[config.mk]
export PLATFORM = sky130hd
export DESIGN_NAME = irqc_top
export DESIGN_NICKNAME = d
export VERILOG_FILES = /design/src/rtl/irqc_pkg.sv /design/src/rtl/irqc_status.sv /design/src/rtl/irqc_lowest.sv /design/src/rtl/irqc_top.sv
export SDC_FILE = /design/constraint.sdc
export NUM_CORES = 1
export LEC_CHECK = 0
export ABC_CLOCK_PERIOD_IN_PS = 2700
export BUFFER_PORTS_ARGS = -buffer_cell sky130_fd_sc_hd__buf_2
export CAP_MARGIN = 20
export CORE_MARGIN = 8
export CORE_UTILIZATION = 25
export DETAILED_ROUTE_END_ITERATION = 10
export PLACE_DENSITY = 0.54
export SYNTH_ARGS = -nofsm -noshare
export SYNTH_HDL_FRONTEND = slang
export SYNTH_SLANG_ARGS = --single-unit
export TNS_END_PERCENT = 5
[constraint.sdc]
create_clock -name clk -period 2.7 [get_ports clk]
set_clock_uncertainty 0.05 [all_clocks]
set_input_delay 0.27 -clock clk [delete_from_list [all_inputs] [get_ports clk]]
set_output_delay 0.27 -clock clk [all_outputs]
set_load 0.05 [all_outputs]
[src/rtl/irqc_pkg.sv]
package irqc_pkg;
  // Register select = byte offset / 4; the ordering is the software map.
  typedef enum logic [2:0] {
    SEL_STATUS = 3'd0,
    SEL_PEND   = 3'd1,
    SEL_ENABLE = 3'd2,
    SEL_ACK    = 3'd3,
    SEL_SETEN  = 3'd4,
    SEL_CLREN  = 3'd5,
    SEL_VECTOR = 3'd6,
    SEL_MASTER = 3'd7
  } reg_sel_e;

  localparam int SEL_W = 3;
  localparam int MASTER_W = 2;
  localparam int MASTER_IRQ_BIT = 0;
  localparam int MASTER_HW_BIT = 1;
endpackage

[src/rtl/irqc_status.sv]
module irqc_status #(
  parameter int NSRC = 32
) (
  input  logic            clk,
  input  logic            rst,
  input  logic [NSRC-1:0] src,
  input  logic            hw_en,
  input  logic            sw_we,
  input  logic [NSRC-1:0] sw_data,
  input  logic            ack_we,
  input  logic [NSRC-1:0] ack_data,
  output logic [NSRC-1:0] status_q
);
  for (genvar g = 0; g < NSRC; g++) begin : g_bit
    logic keep, cap, inj;
    always_comb begin
      keep = status_q[g] & ~(ack_we & ack_data[g]);
      cap  = hw_en & src[g];
      inj  = sw_we & ~hw_en & sw_data[g];
    end
    always_ff @(posedge clk) begin
      if (rst) status_q[g] <= 1'b0;
      else     status_q[g] <= keep | cap | inj;
    end
  end

  // every line seen high with capture on is latched next cycle
  assert_capture_R2: assert property (@(posedge clk) disable iff (rst)
    hw_en |=> ((status_q & $past(src)) == $past(src)));

  // with capture off and no software write, no new bit appears
  assert_no_capture_R2: assert property (@(posedge clk) disable iff (rst)
    (!hw_en && !sw_we) |=> ((status_q & ~$past(status_q)) == '0));

  // acknowledged bits clear when capture cannot refill them
  assert_ack_clears_R4: assert property (@(posedge clk) disable iff (rst)
    (ack_we && !hw_en) |=> ((status_q & $past(ack_data)) == '0));
endmodule

[src/rtl/irqc_lowest.sv]
module irqc_lowest #(
  parameter int NSRC  = 32,
  parameter int IDX_W = 5
) (
  input  logic [NSRC-1:0]  pend,
  output logic             any,
  output logic [IDX_W-1:0] idx
);
  always_comb begin
    any = |pend;
    idx = '0;
    for (int i = NSRC - 1; i >= 0; i--) begin
      if (pend[i]) idx = IDX_W'(i);
    end
  end
endmodule

[src/rtl/irqc_top.sv]
module irqc_top #(
  parameter int NSRC   = 32,
  parameter int DATA_W = 32,
  parameter int ADDR_W = 5
) (
  input  logic              clk,
  input  logic              rst,
  input  logic [ADDR_W-1:0] bus_addr,
  input  logic [DATA_W-1:0] bus_wdata,
  input  logic              bus_wr,
  input  logic              bus_rd,
  output logic [DATA_W-1:0] bus_rdata,
  input  logic [NSRC-1:0]   irq_src,
  output logic              irq_out
);
  import irqc_pkg::*;

  localparam int IDX_W   = (NSRC > 1) ? $clog2(NSRC) : 1;
  localparam int BYTE_LSB = $clog2(DATA_W / 8);
  localparam int TOP_LSB  = BYTE_LSB + SEL_W;

  logic               aligned, in_range, hit;
  reg_sel_e           sel;
  logic [NSRC-1:0]    wd;
  logic               we_status, we_ack, we_enable, we_seten, we_clren, we_master;
  logic [NSRC-1:0]    status_q, enable_q, pend;
  logic [MASTER_W-1:0] master_q;
  logic               pend_any;
  logic [IDX_W-1:0]   pend_idx;
  logic [DATA_W-1:0]  vector_val, rd_mux;
  logic               irq_q;

  // Address decode
  always_comb begin
    aligned  = (bus_addr & ADDR_W'((1 << BYTE_LSB) - 1)) == '0;
    in_range = (bus_addr >> TOP_LSB) == '0;
    hit      = aligned & in_range;
    sel      = reg_sel_e'(bus_addr[BYTE_LSB +: SEL_W]);
    wd       = bus_wdata[NSRC-1:0];
    we_status = bus_wr & hit & (sel == SEL_STATUS);
    we_ack    = bus_wr & hit & (sel == SEL_ACK);
    we_enable = bus_wr & hit & (sel == SEL_ENABLE);
    we_seten  = bus_wr & hit & (sel == SEL_SETEN);
    we_clren  = bus_wr & hit & (sel == SEL_CLREN);
    we_master = bus_wr & hit & (sel == SEL_MASTER);
  end

  // Enable register with set/clear aliases
  always_ff @(posedge clk) begin
    if (rst)            enable_q <= '0;
    else if (we_enable) enable_q <= wd;
    else if (we_seten)  enable_q <= enable_q | wd;
    else if (we_clren)  enable_q <= enable_q & ~wd;
  end

  // Master control
  always_ff @(posedge clk) begin
    if (rst)            master_q <= '0;
    else if (we_master) master_q <= bus_wdata[MASTER_W-1:0];
  end

  irqc_status #(.NSRC(NSRC)) u_status (
    .clk      (clk),
    .rst      (rst),
    .src      (irq_src),
    .hw_en    (master_q[MASTER_HW_BIT]),
    .sw_we    (we_status),
    .sw_data  (wd),
    .ack_we   (we_ack),
    .ack_data (wd),
    .status_q (status_q)
  );

  assign pend = status_q & enable_q;

  irqc_lowest #(.NSRC(NSRC), .IDX_W(IDX_W)) u_lowest (
    .pend (pend),
    .any  (pend_any),
    .idx  (pend_idx)
  );

  assign vector_val = pend_any ? DATA_W'(pend_idx) : '1;

  // Registered read path
  always_comb begin
    rd_mux = '0;
    if (hit) begin
      unique case (sel)
        SEL_STATUS: rd_mux = DATA_W'(status_q);
        SEL_PEND:   rd_mux = DATA_W'(pend);
        SEL_ENABLE: rd_mux = DATA_W'(enable_q);
        SEL_VECTOR: rd_mux = vector_val;
        SEL_MASTER: rd_mux = DATA_W'(master_q);
        default:    rd_mux = '0;
      endcase
    end
  end

  always_ff @(posedge clk) begin
    if (rst)         bus_rdata <= '0;
    else if (bus_rd) bus_rdata <= rd_mux;
    else             bus_rdata <= '0;
  end

  // Registered processor interrupt
  always_ff @(posedge clk) begin
    if (rst) irq_q <= 1'b0;
    else     irq_q <= master_q[MASTER_IRQ_BIT] & pend_any;
  end
  assign irq_out = irq_q;

  // set alias leaves every written one set
  assert_set_alias_R6: assert property (@(posedge clk) disable iff (rst)
    we_seten |=> ((enable_q & $past(wd)) == $past(wd)));

  // clear alias leaves every written one cleared
  assert_clr_alias_R7: assert property (@(posedge clk) disable iff (rst)
    we_clren |=> ((enable_q & $past(wd)) == '0));

  // encoder result is a pending bit with none below it
  assert_vector_lowest_R9: assert property (@(posedge clk) disable iff (rst)
    pend_any |-> (pend[pend_idx] &&
                  ((pend & ((NSRC'(1) << pend_idx) - NSRC'(1))) == '0)));

  // the output only rises with master bit 0 set the cycle before
  assert_irq_gate_R10: assert property (@(posedge clk) disable iff (rst)
    irq_out |-> ($past(master_q[MASTER_IRQ_BIT]) && $past(pend != '0)));
endmodule

==> impl_metrics.yaml, run 1 <==
global_routing:
  grt_pass1_wl_um: 28080
  grt_pass1_vias: 4700
  overflow: 0
  grt_max_degree: 68
  antenna_found_initial: 1
  grt_usage_pct: 14.66
drt:
  via_per_inst: 5.067
  first_iter_violations: 628
  vias: 5113
  ant_nets: 0
  route.detailed.wl_per_inst_um: 17.94
  drc: 0
  wirelength_um: 18100
  dr.pass1.iters: 5
clocking:
  ctsRootBufferMaster: "clkbuf_16"
  path_clk_slew_ps: 80
  ctsResizeCount: 0
  postCtsSetupBuffers: 0
  cts_made_buffers: 9
  cts_hold_buf: 0
  cts_buffer_depth: 2
  numClockSinks: 99
  insertion_delay_ps: 360
  cts_max_level: 3
  cts_tree: "built"
critical_path:
  crit_chain: "a22oi_2, nand3_2, or4_4, or3_1, buf_4, a21oi_1"
  path_class: "reg -> reg"
  crit_fanout: 20
  critPathCaptureType: "register"
  start_kind: "register"
  slowest_delay_ps: 550
  cp.required_ps: 2920
  cpMaxStageDelayCell: "or4_4"
  crit_arrival_ps: 2500
job:
  cap_violations: 0
synth:
  synthArstFlopShare_pct: 0
  synth.ff_latch_count: 99
  synth_xor_area_share_pct: 0
  synth_top_family_by_area: "compound AO/OA/AOI/OAI gates"
  synth_nets: 717
  synth_mux_area_share_pct: 0.3960
  ys_top_cells_by_area: "dfxtp_1 39%, nand2_1 9.3%, o21ai_0 7.0%, a222oi_1 6.5%, a22oi_1 5.8%"
  synth_top_area_share_pct: 39.21
  yosysSeqAreaShare_pct: 39.21
  synthSimpleGateAreaFrac_pct: 22.25
  syn_area_sq_mm: 0.005055
  synth_compound_area_share_pct: 33.54
  synth_edf_count: 0
  synth_ff_type: "dfxtp_1"
  yosysWarnings: 0
  syn_avg_cell_area_sq_um: 7.849
  synth_cell_types: 49
  yosys.area_share.adder_pct: 0
  synth_top_area_cell: "dfxtp_1"
  synth_cells: 644
die:
  start_util_pct: 25.22
  die-height_um: 158.2
  rows: 52
  die_w_um: 158.2
  pin_count: 106
  core_sq_mm: 0.02004
  die_area_sq_mm: 0.02503
power:
  switching_share_pct: 25.15
  p_leak_nw: 2.351
  p_seq_share_pct: 48.8
  clkPwrFrac_pct: 42.9
  power.switching_w: 0.0007666
  ir_worst_vdd_mv: 0.2700
  comb_power_share_pct: 8.3
  p_int_w: 0.002282
  power.density_mw_per_mm2: 491.9
timing:
  hold_viol_final: 0
  max_freq_mhz: 438.7
  fin_crit_ps: 2280
  whs_ps: 127.7
  slew_viol_final: 0
  final.setup.tns_ps: 0
  fin_crit_sh_pct: 84.43
  slew_headroom_pct: 40.30
  worst_slack_ps: 420.4
  setup_viol: 0
  rsz0062_at_grt: "false"
  tightestPinTransition_ps: 892.1
final_layout:
  antennaDiodeCount: 0
  drive_above_1_share_pct: 23.41
  areaGrowthSynthToFinish_pct: 22.60
  finalNonFillerCells: 1009
  finalNetCount: 807
  final_util_pct: 30.93
placed_design:
  hpwl_um: 12710
  place_inst: 993
  io_buffer_count: 105
  pre_cts_ws_ps: 439.4
  place_congestion: 0.7971
hold_path:
  hold_path_class: "in -> reg"
status:
  status: "finished clean"
path summary, 6_finish.rpt:
check	start	to	slack, ps	depth (start not counted)
worst max-delay path	u_status.status_q[16]	bus_rdata[6]	420	6
worst min-delay path	irq_src[13]	u_status.status_q[13]	130	3
worst max register to register	u_status.status_q[16]	bus_rdata[6]	420	6
worst min register to register	register	register	470	2
cell usage after synthesis, types with 5 or more instances:
| cell | count |
|---|---|
| nand3_1 | 5 |
| clkbuf_1 | 39 |
| o21ai_0 | 71 |
| nor2_1 | 70 |
| nand2_1 | 125 |
| a21o_1 | 29 |
| a222oi_1 | 33 |
| a21oi_2 | 20 |
| a22oi_1 | 39 |
| nor2b_1 | 33 |
| a21oi_1 | 22 |
| dfxtp_1 | 99 |
worst max-delay path: cells and delay by family (launching register included):
family	cells	cell delay, ps
AO/OA/AOI/OAI	2	450
AND/OR/NAND/NOR	3	1080
buffers and inverters	1	250
flip-flops	1	370
metrics by stage:
| stage | instance area (sq um) | power, W |
|---|---|---|
| after floorplan | 5055 | 0.001645 |
| after global placement | 5903 | 0.001773 |
| after detailed placement | 5903 | 0.001776 |
| after CTS | 6197 | 0.003095 |
| after global routing | 6197 | 0.003184 |
| final | 6197 | 0.003049 |
layout make-up:
class	count	area, sq um
Clock buffer	10	229.0
Clock inverter	6	65.06
Fill cell	2222	13840
Inverter	4	15.01
Multi-Input combinational cell	495	2880
Sequential cell	99	1982
Tap cell	270	337.8
Timing Repair Buffer	125	688.2
cell usage in the layout (no fill, tap or decap), types with 19 or more instances in the layout:
master | netlist | layout
a22oi_1 | 39 | 39
buf_2 | 4 | 105
nand2_1 | 125 | 125
a21oi_1 | 22 | 22
a21oi_2 | 20 | 20
a222oi_1 | 33 | 33
dfxtp_1 | 99 | 99
a21o_1 | 29 | 29
buf_4 | 0 | 19
nor2b_1 | 33 | 33
o21ai_0 | 71 | 71
nor2_1 | 70 | 69
power groups by stage:
| stage | Sequential, W | Combinational, W | Clock, W |
|---|---|---|---|
| after floorplan | 0.00152 | 0.000121 | 0 |
| after global placement | 0.00152 | 0.000251 | 0 |
| after detailed placement | 0.00152 | 0.000255 | 0 |
| after CTS | 0.00149 | 0.000255 | 0.00135 |
| after global routing | 0.00149 | 0.000281 | 0.00141 |
| final | 0.00149 | 0.000254 | 0.00131 |
per-layer routing:
metal / GRT usage [%] / vias up / part of all wire (%)
li1: - / 2525 / -
met1: 20.43 / 2372 / 47
met4: 4.894 / 2 / 1.9
met5: 0 / - / 0.044
met2: 21.82 / 194 / 44
met3: 3.221 / 20 / 7.1
logic make-up after synthesis:
| kind of cell | after synthesis |
|---|---|
| flops | 99 |
| compound gates | 239 |
| mux | 2 |
| buf+inv | 50 |
| simple gates | 254 |
(Power assumes the default switching activity.)
==> inputs of run 2 (changes only) <==
--- a/config.mk
+++ b/config.mk
@@ -5,13 +5,13 @@
 export SDC_FILE = /design/constraint.sdc
 export NUM_CORES = 1
 export LEC_CHECK = 0
-export ABC_CLOCK_PERIOD_IN_PS = 2700
+export ABC_CLOCK_PERIOD_IN_PS = 2000
 export BUFFER_PORTS_ARGS = -buffer_cell sky130_fd_sc_hd__buf_2
 export CAP_MARGIN = 20
 export CORE_MARGIN = 8
 export CORE_UTILIZATION = 25
 export DETAILED_ROUTE_END_ITERATION = 10
-export PLACE_DENSITY = 0.54
+export PLACE_DENSITY = 0.55
 export SYNTH_ARGS = -nofsm -noshare
 export SYNTH_HDL_FRONTEND = slang
 export SYNTH_SLANG_ARGS = --single-unit
==> constraint.sdc (replaced) <==
create_clock -name clk -period 2 [get_ports clk]
set_clock_uncertainty 0.05 [all_clocks]
set_input_delay 0.2 -clock clk [delete_from_list [all_inputs] [get_ports clk]]
set_output_delay 0.2 -clock clk [all_outputs]
set_load 0.05 [all_outputs]
==> impl_metrics.yaml, run 2 (synthesized netlist as in run 1, its figures left out) <==
placed_design:
  place_congestion: 0.8497
  placed_cell_area_sq_mm: 0.006489
  io_buffer_count: 105
  hpwl_um: 14090
power:
  power.density_mw_per_mm2: 605.6
  ir_worst_vdd_mv: 0.4125
  p_leak_nw: 2.771
hold_path:
  hold_depth: 3
  hold_path_class: "in -> reg"
  hold_start: "irq_src[28]"
  hold_end: "u_status.status_q[28]"
timing:
  max_freq_mhz: 475.7
  fin_crit_ps: 2102
  worst_slack_ps: -102.0
  tightestPinTransition_ps: 785.1
  setup_viol: 27
  fin_crit_sh_pct: 105.1
  slew_headroom_pct: 47.66
  slew_viol_final: 0
  hold_viol_final: 0
  final.setup.tns_ps: -1903
  rsz0062_at_grt: "true"
  whs_ps: 60.79
die:
  die-height_um: 158.2
  die_area_sq_mm: 0.02503
  core_sq_mm: 0.02004
  die_w_um: 158.2
  start_util_pct: 25.22
  rows: 52
  pin_count: 106
global_routing:
  grtUsageMet2_pct: 24.45
  grt_pass1_wl_um: 29970
  overflow: 0
  use_met1_pct: 20.54
  grt_usage_pct: 15.41
  grtUsageMet3_pct: 2.894
  antenna_found_initial: 2
  grt_pass1_vias: 5273
  grt.busiest_layer: "met2"
  grt_max_degree: 68
critical_path:
  slowest_delay_ps: 560
  ff2ff_path_depth: 6
  regToRegSetupSlack_ps: -100
  crit_arrival_ps: 2340
  critPathTopFamily: "simple AND/OR/NAND/NOR gates"
  start_kind: "register"
  cpMaxStageDelayCell: "or4_4"
  r2r_end: "bus_rdata[30]"
  critPathCaptureType: "register"
  crit_chain: "a22oi_2, nand3_2, or4_4, or3_4, buf_4, a21oi_1"
  crit_fanout: 5
  r2r-start: "u_status.status_q[16]"
  path_class: "reg -> reg"
  cp.required_ps: 2240
  worst-path-buf-inv: 1
clocking:
  cts_made_buffers: 9
  cts_buffer_depth: 2
  path_clk_slew_ps: 70
  cts_max_level: 3
  numClockSinks: 99
  insertion_delay_ps: 350
  ctsRootBufferMaster: "clkbuf_16"
  cts_tree: "built"
  cts_hold_buf: 0
status:
  status: "finished, violations left"
  violations: "negative setup slack"
drt:
  drc: 0
  route.detailed.wl_per_inst_um: 17.78
  ant_nets: 0
  via_per_inst: 5.053
  vias: 5508
  wirelength_um: 19390
  first_iter_violations: 473
  dr.pass1.iters: 6
job:
  cap_violations: 0
final_layout:
  postLayoutCellArea_sq_mm: 0.006853
  drive_above_1_share_pct: 31.87
  areaGrowthSynthToFinish_pct: 35.57
  final_common_cell: "nand2_1"
  finalNetCount: 887
  final_cell_mix: "125 x nand2_1, 105 x buf_2, 98 x dfxtp_1, 96 x buf_4, 71 x o21ai_0"
[run 2: changes by cell type in the layout (fill, tap and decap cells not counted), sizes merged]
cell    before  now
buf        125  205
clkbuf      10   12
clkinv       3    2
diode        0    1
inv          5    4
[run 2: per-layer routing]
layer  share of wire [%]  up-vias
met4                 1.6        2
li1                    -     2678
met3                 5.3       18
met2                  46      154
met1                  47     2656
met5               0.062        -
[run 2: area by class of cell]
class | instances | area, sq um
Timing Repair Buffer | 205 | 1304
Fill cell | 2184 | 13190
Clock inverter | 4 | 51.30
Multi-Input combinational cell | 495 | 2923
Sequential cell | 99 | 1983
Antenna cell | 1 | 2.502
Inverter | 4 | 15.01
Tap cell | 270 | 337.8
Clock buffer | 12 | 236.5
[run 2: what timing repair did]
item,4_1_cts,5_1_grt
pin swaps,5,3
buffers inserted,2,0
endpoints found under the setup margin,30,30
resized for setup,10,4
[run 2: tightest hold or removal path, stage by stage]
cell and delay, ps:
buf_2 80, a222oi_1 80, nor2_1 80
[run 2: worst max-delay path by stage]
stage / cells after the start / to / slack, ps / startpoint
final: 6 / bus_rdata[30] / -100 / u_status.status_q[16]
after global routing: 6 / bus_rdata[18] / -170 / u_status.status_q[16]
after CTS: 6 / bus_rdata[18] / -110 / u_status.status_q[16]
after detailed placement: 6 / bus_rdata[18] / -250 / u_status.status_q[20]
after global placement: 6 / bus_rdata[30] / -180 / u_status.status_q[20]
after floorplan: 7 / bus_rdata[11] / -40 / u_status.status_q[20]
[run 2: power breakdown]
group | switching, W | internal, W
clock | 0.000779 | 0.000973
sequential | 0.0000124 | 0.00199
combinational | 0.000249 | 0.000149
[run 2: stage by stage]
| step | setup WS (ps) | total power [W] | std cells | util (%) |
|---|---|---|---|---|
| final | -102.0 | 0.004150 | 1090 | 34.20 |
| after global routing | -168.5 | 0.004297 | 1090 | 34.20 |
| after floorplan | -36.09 | 0.002220 | 644 | - |
| after detailed placement | -251.1 | 0.002435 | 1071 | 32.38 |
| after global placement | -180.0 | 0.002432 | 1071 | 32.38 |
| after CTS | -110.4 | 0.004189 | 1089 | 34.09 |
==> inputs of run 3 (changes only) <==
--- a/config.mk
+++ b/config.mk
@@ -5,7 +5,7 @@
 export SDC_FILE = /design/constraint.sdc
 export NUM_CORES = 1
 export LEC_CHECK = 0
-export ABC_CLOCK_PERIOD_IN_PS = 2000
+export ABC_CLOCK_PERIOD_IN_PS = 1850
 export BUFFER_PORTS_ARGS = -buffer_cell sky130_fd_sc_hd__buf_2
 export CAP_MARGIN = 20
 export CORE_MARGIN = 8
==> constraint.sdc (replaced) <==
create_clock -name clk -period 1.85 [get_ports clk]
set_clock_uncertainty 0.05 [all_clocks]
set_input_delay 0.185 -clock clk [delete_from_list [all_inputs] [get_ports clk]]
set_output_delay 0.185 -clock clk [all_outputs]
set_load 0.05 [all_outputs]
==> impl_metrics.yaml, run 3 (synthesized netlist as in run 1, its figures left out) <==
critical_path:
  cp.required_ps: 2090
  critPathCaptureType: "register"
  crit_arrival_ps: 2310
  crit_fanout: 10
  start_kind: "register"
  path_class: "reg -> reg"
drt:
  ant_nets: 0
  drc: 0
  wirelength_um: 19410
  first_iter_violations: 643
  via_per_inst: 4.969
  vias: 5521
  dr.pass1.iters: 6
  route.detailed.wl_per_inst_um: 17.47
die:
  die_area_sq_mm: 0.02503
  rows: 52
  die_w_um: 158.2
  core_sq_mm: 0.02004
  pin_count: 106
  die-height_um: 158.2
  start_util_pct: 25.22
placed_design:
  io_buffer_count: 105
  hpwl_um: 14340
  place_congestion: 0.8427
final_layout:
  final_util_pct: 35.20
  fill_cells: 2166
  drive_above_1_share_pct: 33.81
  final_common_cell: "nand2_1"
  final_cell_mix: "125 x nand2_1, 118 x buf_4, 105 x buf_2, 97 x dfxtp_1, 71 x o21ai_0"
  finalNetCount: 909
  areaGrowthSynthToFinish_pct: 39.53
power:
  ir_worst_vdd_mv: 0.4020
  power.density_mw_per_mm2: 647.5
  p_leak_nw: 2.901
global_routing:
  grt_pass1_vias: 5382
  grtUsageMet2_pct: 25.17
  grt_max_degree: 68
  grtUsageMet3_pct: 3.221
  grt.busiest_layer: "met2"
  grt_usage_pct: 15.83
  antenna_found_initial: 1
  use_met1_pct: 20.39
  grt_pass1_wl_um: 30450
  overflow: 0
timing:
  fin_crit_ps: 2064
  setup_viol: 30
  tightestPinTransition_ps: 777.8
  rsz0062_at_grt: "true"
  final.setup.tns_ps: -5622
  worst_slack_ps: -214.5
  hold_viol_final: 0
  slew_viol_final: 0
  slew_headroom_pct: 48.15
  fin_crit_sh_pct: 111.6
  max_freq_mhz: 484.4
clocking:
  cts_tree: "built"
  insertion_delay_ps: 350
  cts_hold_buf: 0
  ctsRootBufferMaster: "clkbuf_16"
  numClockSinks: 99
  path_clk_slew_ps: 70
  cts_buffer_depth: 2
  cts_made_buffers: 9
  cts_max_level: 3
job:
  cap_violations: 0
status:
  violations: "negative setup slack"
  status: "finished, violations left"
hold_path:
  hold_path_class: "in -> reg"
## run 3: changes by cell type in the layout (fill, tap and decap cells not counted), sizes merged
cell | before | now
buf | 205 | 227
clkinv | 2 | 0
inv | 4 | 5
## run 3: final timing paths
path               startpoint                   end  slack (ps)  cells after the start
setup / recovery     register         bus_rdata[12]        -210                      6
hold / removal     irq_src[9]  u_status.status_q[9]          50                      3
setup reg to reg     register         bus_rdata[12]        -210                      6
hold reg to reg   master_q[0]               irq_out         460                      1
## run 3: layout make-up
class	instances	area [sq um]	area share, %
clock inverter	3	46.29	0.6564
multi-input combinational	495	2928	41.51
tap	270	337.8	4.790
sequential	99	1984	28.14
inverter	4	15.01	0.2129
timing repair buffer	227	1483	21.02
clock buffer	12	256.5	3.637
antenna	1	2.502	0.03548
## run 3: metal layers
metal,vias up,routed length [um],part of all wire [%]
met5,-,0,0
met4,0,421,2.2
met3,20,1301,6.7
met2,175,8862,46
met1,2605,8825,45
li1,2721,-,-
## run 3: stage by stage
step / cell area [sq um] / setup WS (ps) / std cells / hold WS, ps / total power (W)
finish: 7053 / -214.5 / 1111 / 46.85 / 0.004567
global route: 7053 / -280.6 / 1111 / 53.66 / 0.004739
CTS: 7015 / -204.1 / 1109 / 35.66 / 0.004617
detailed placement: 6676 / -264.1 / 1094 / 409.1 / 0.002646
global placement: 6676 / -248.1 / 1094 / 405.2 / 0.002641
floorplan: 5057 / -176.5 / 644 / 282.2 / 0.002400
## run 3: report_power, final
group | leakage (nW) | switching (W) | internal [W]
logic | 1.96 | 0.000271 | 0.000173
clock network | 0.145 | 0.000840 | 0.00112
registers | 0.799 | 0.0000118 | 0.00215
total | 2.90 | 0.00112 | 0.00344
## run 3: critical path: stages, from the launching register on
cell and delay, ps:
dfxtp_2 320, a22oi_2 210, nand3_2 120, or4_4 540, or3_4 450, buf_6 180, a21oi_2 130
## run 3: timing repair
action,in CTS,in global routing
pin swaps,2,5
setup endpoints to repair,31,31
gates resized for setup,7,6
buffers inserted,0,1
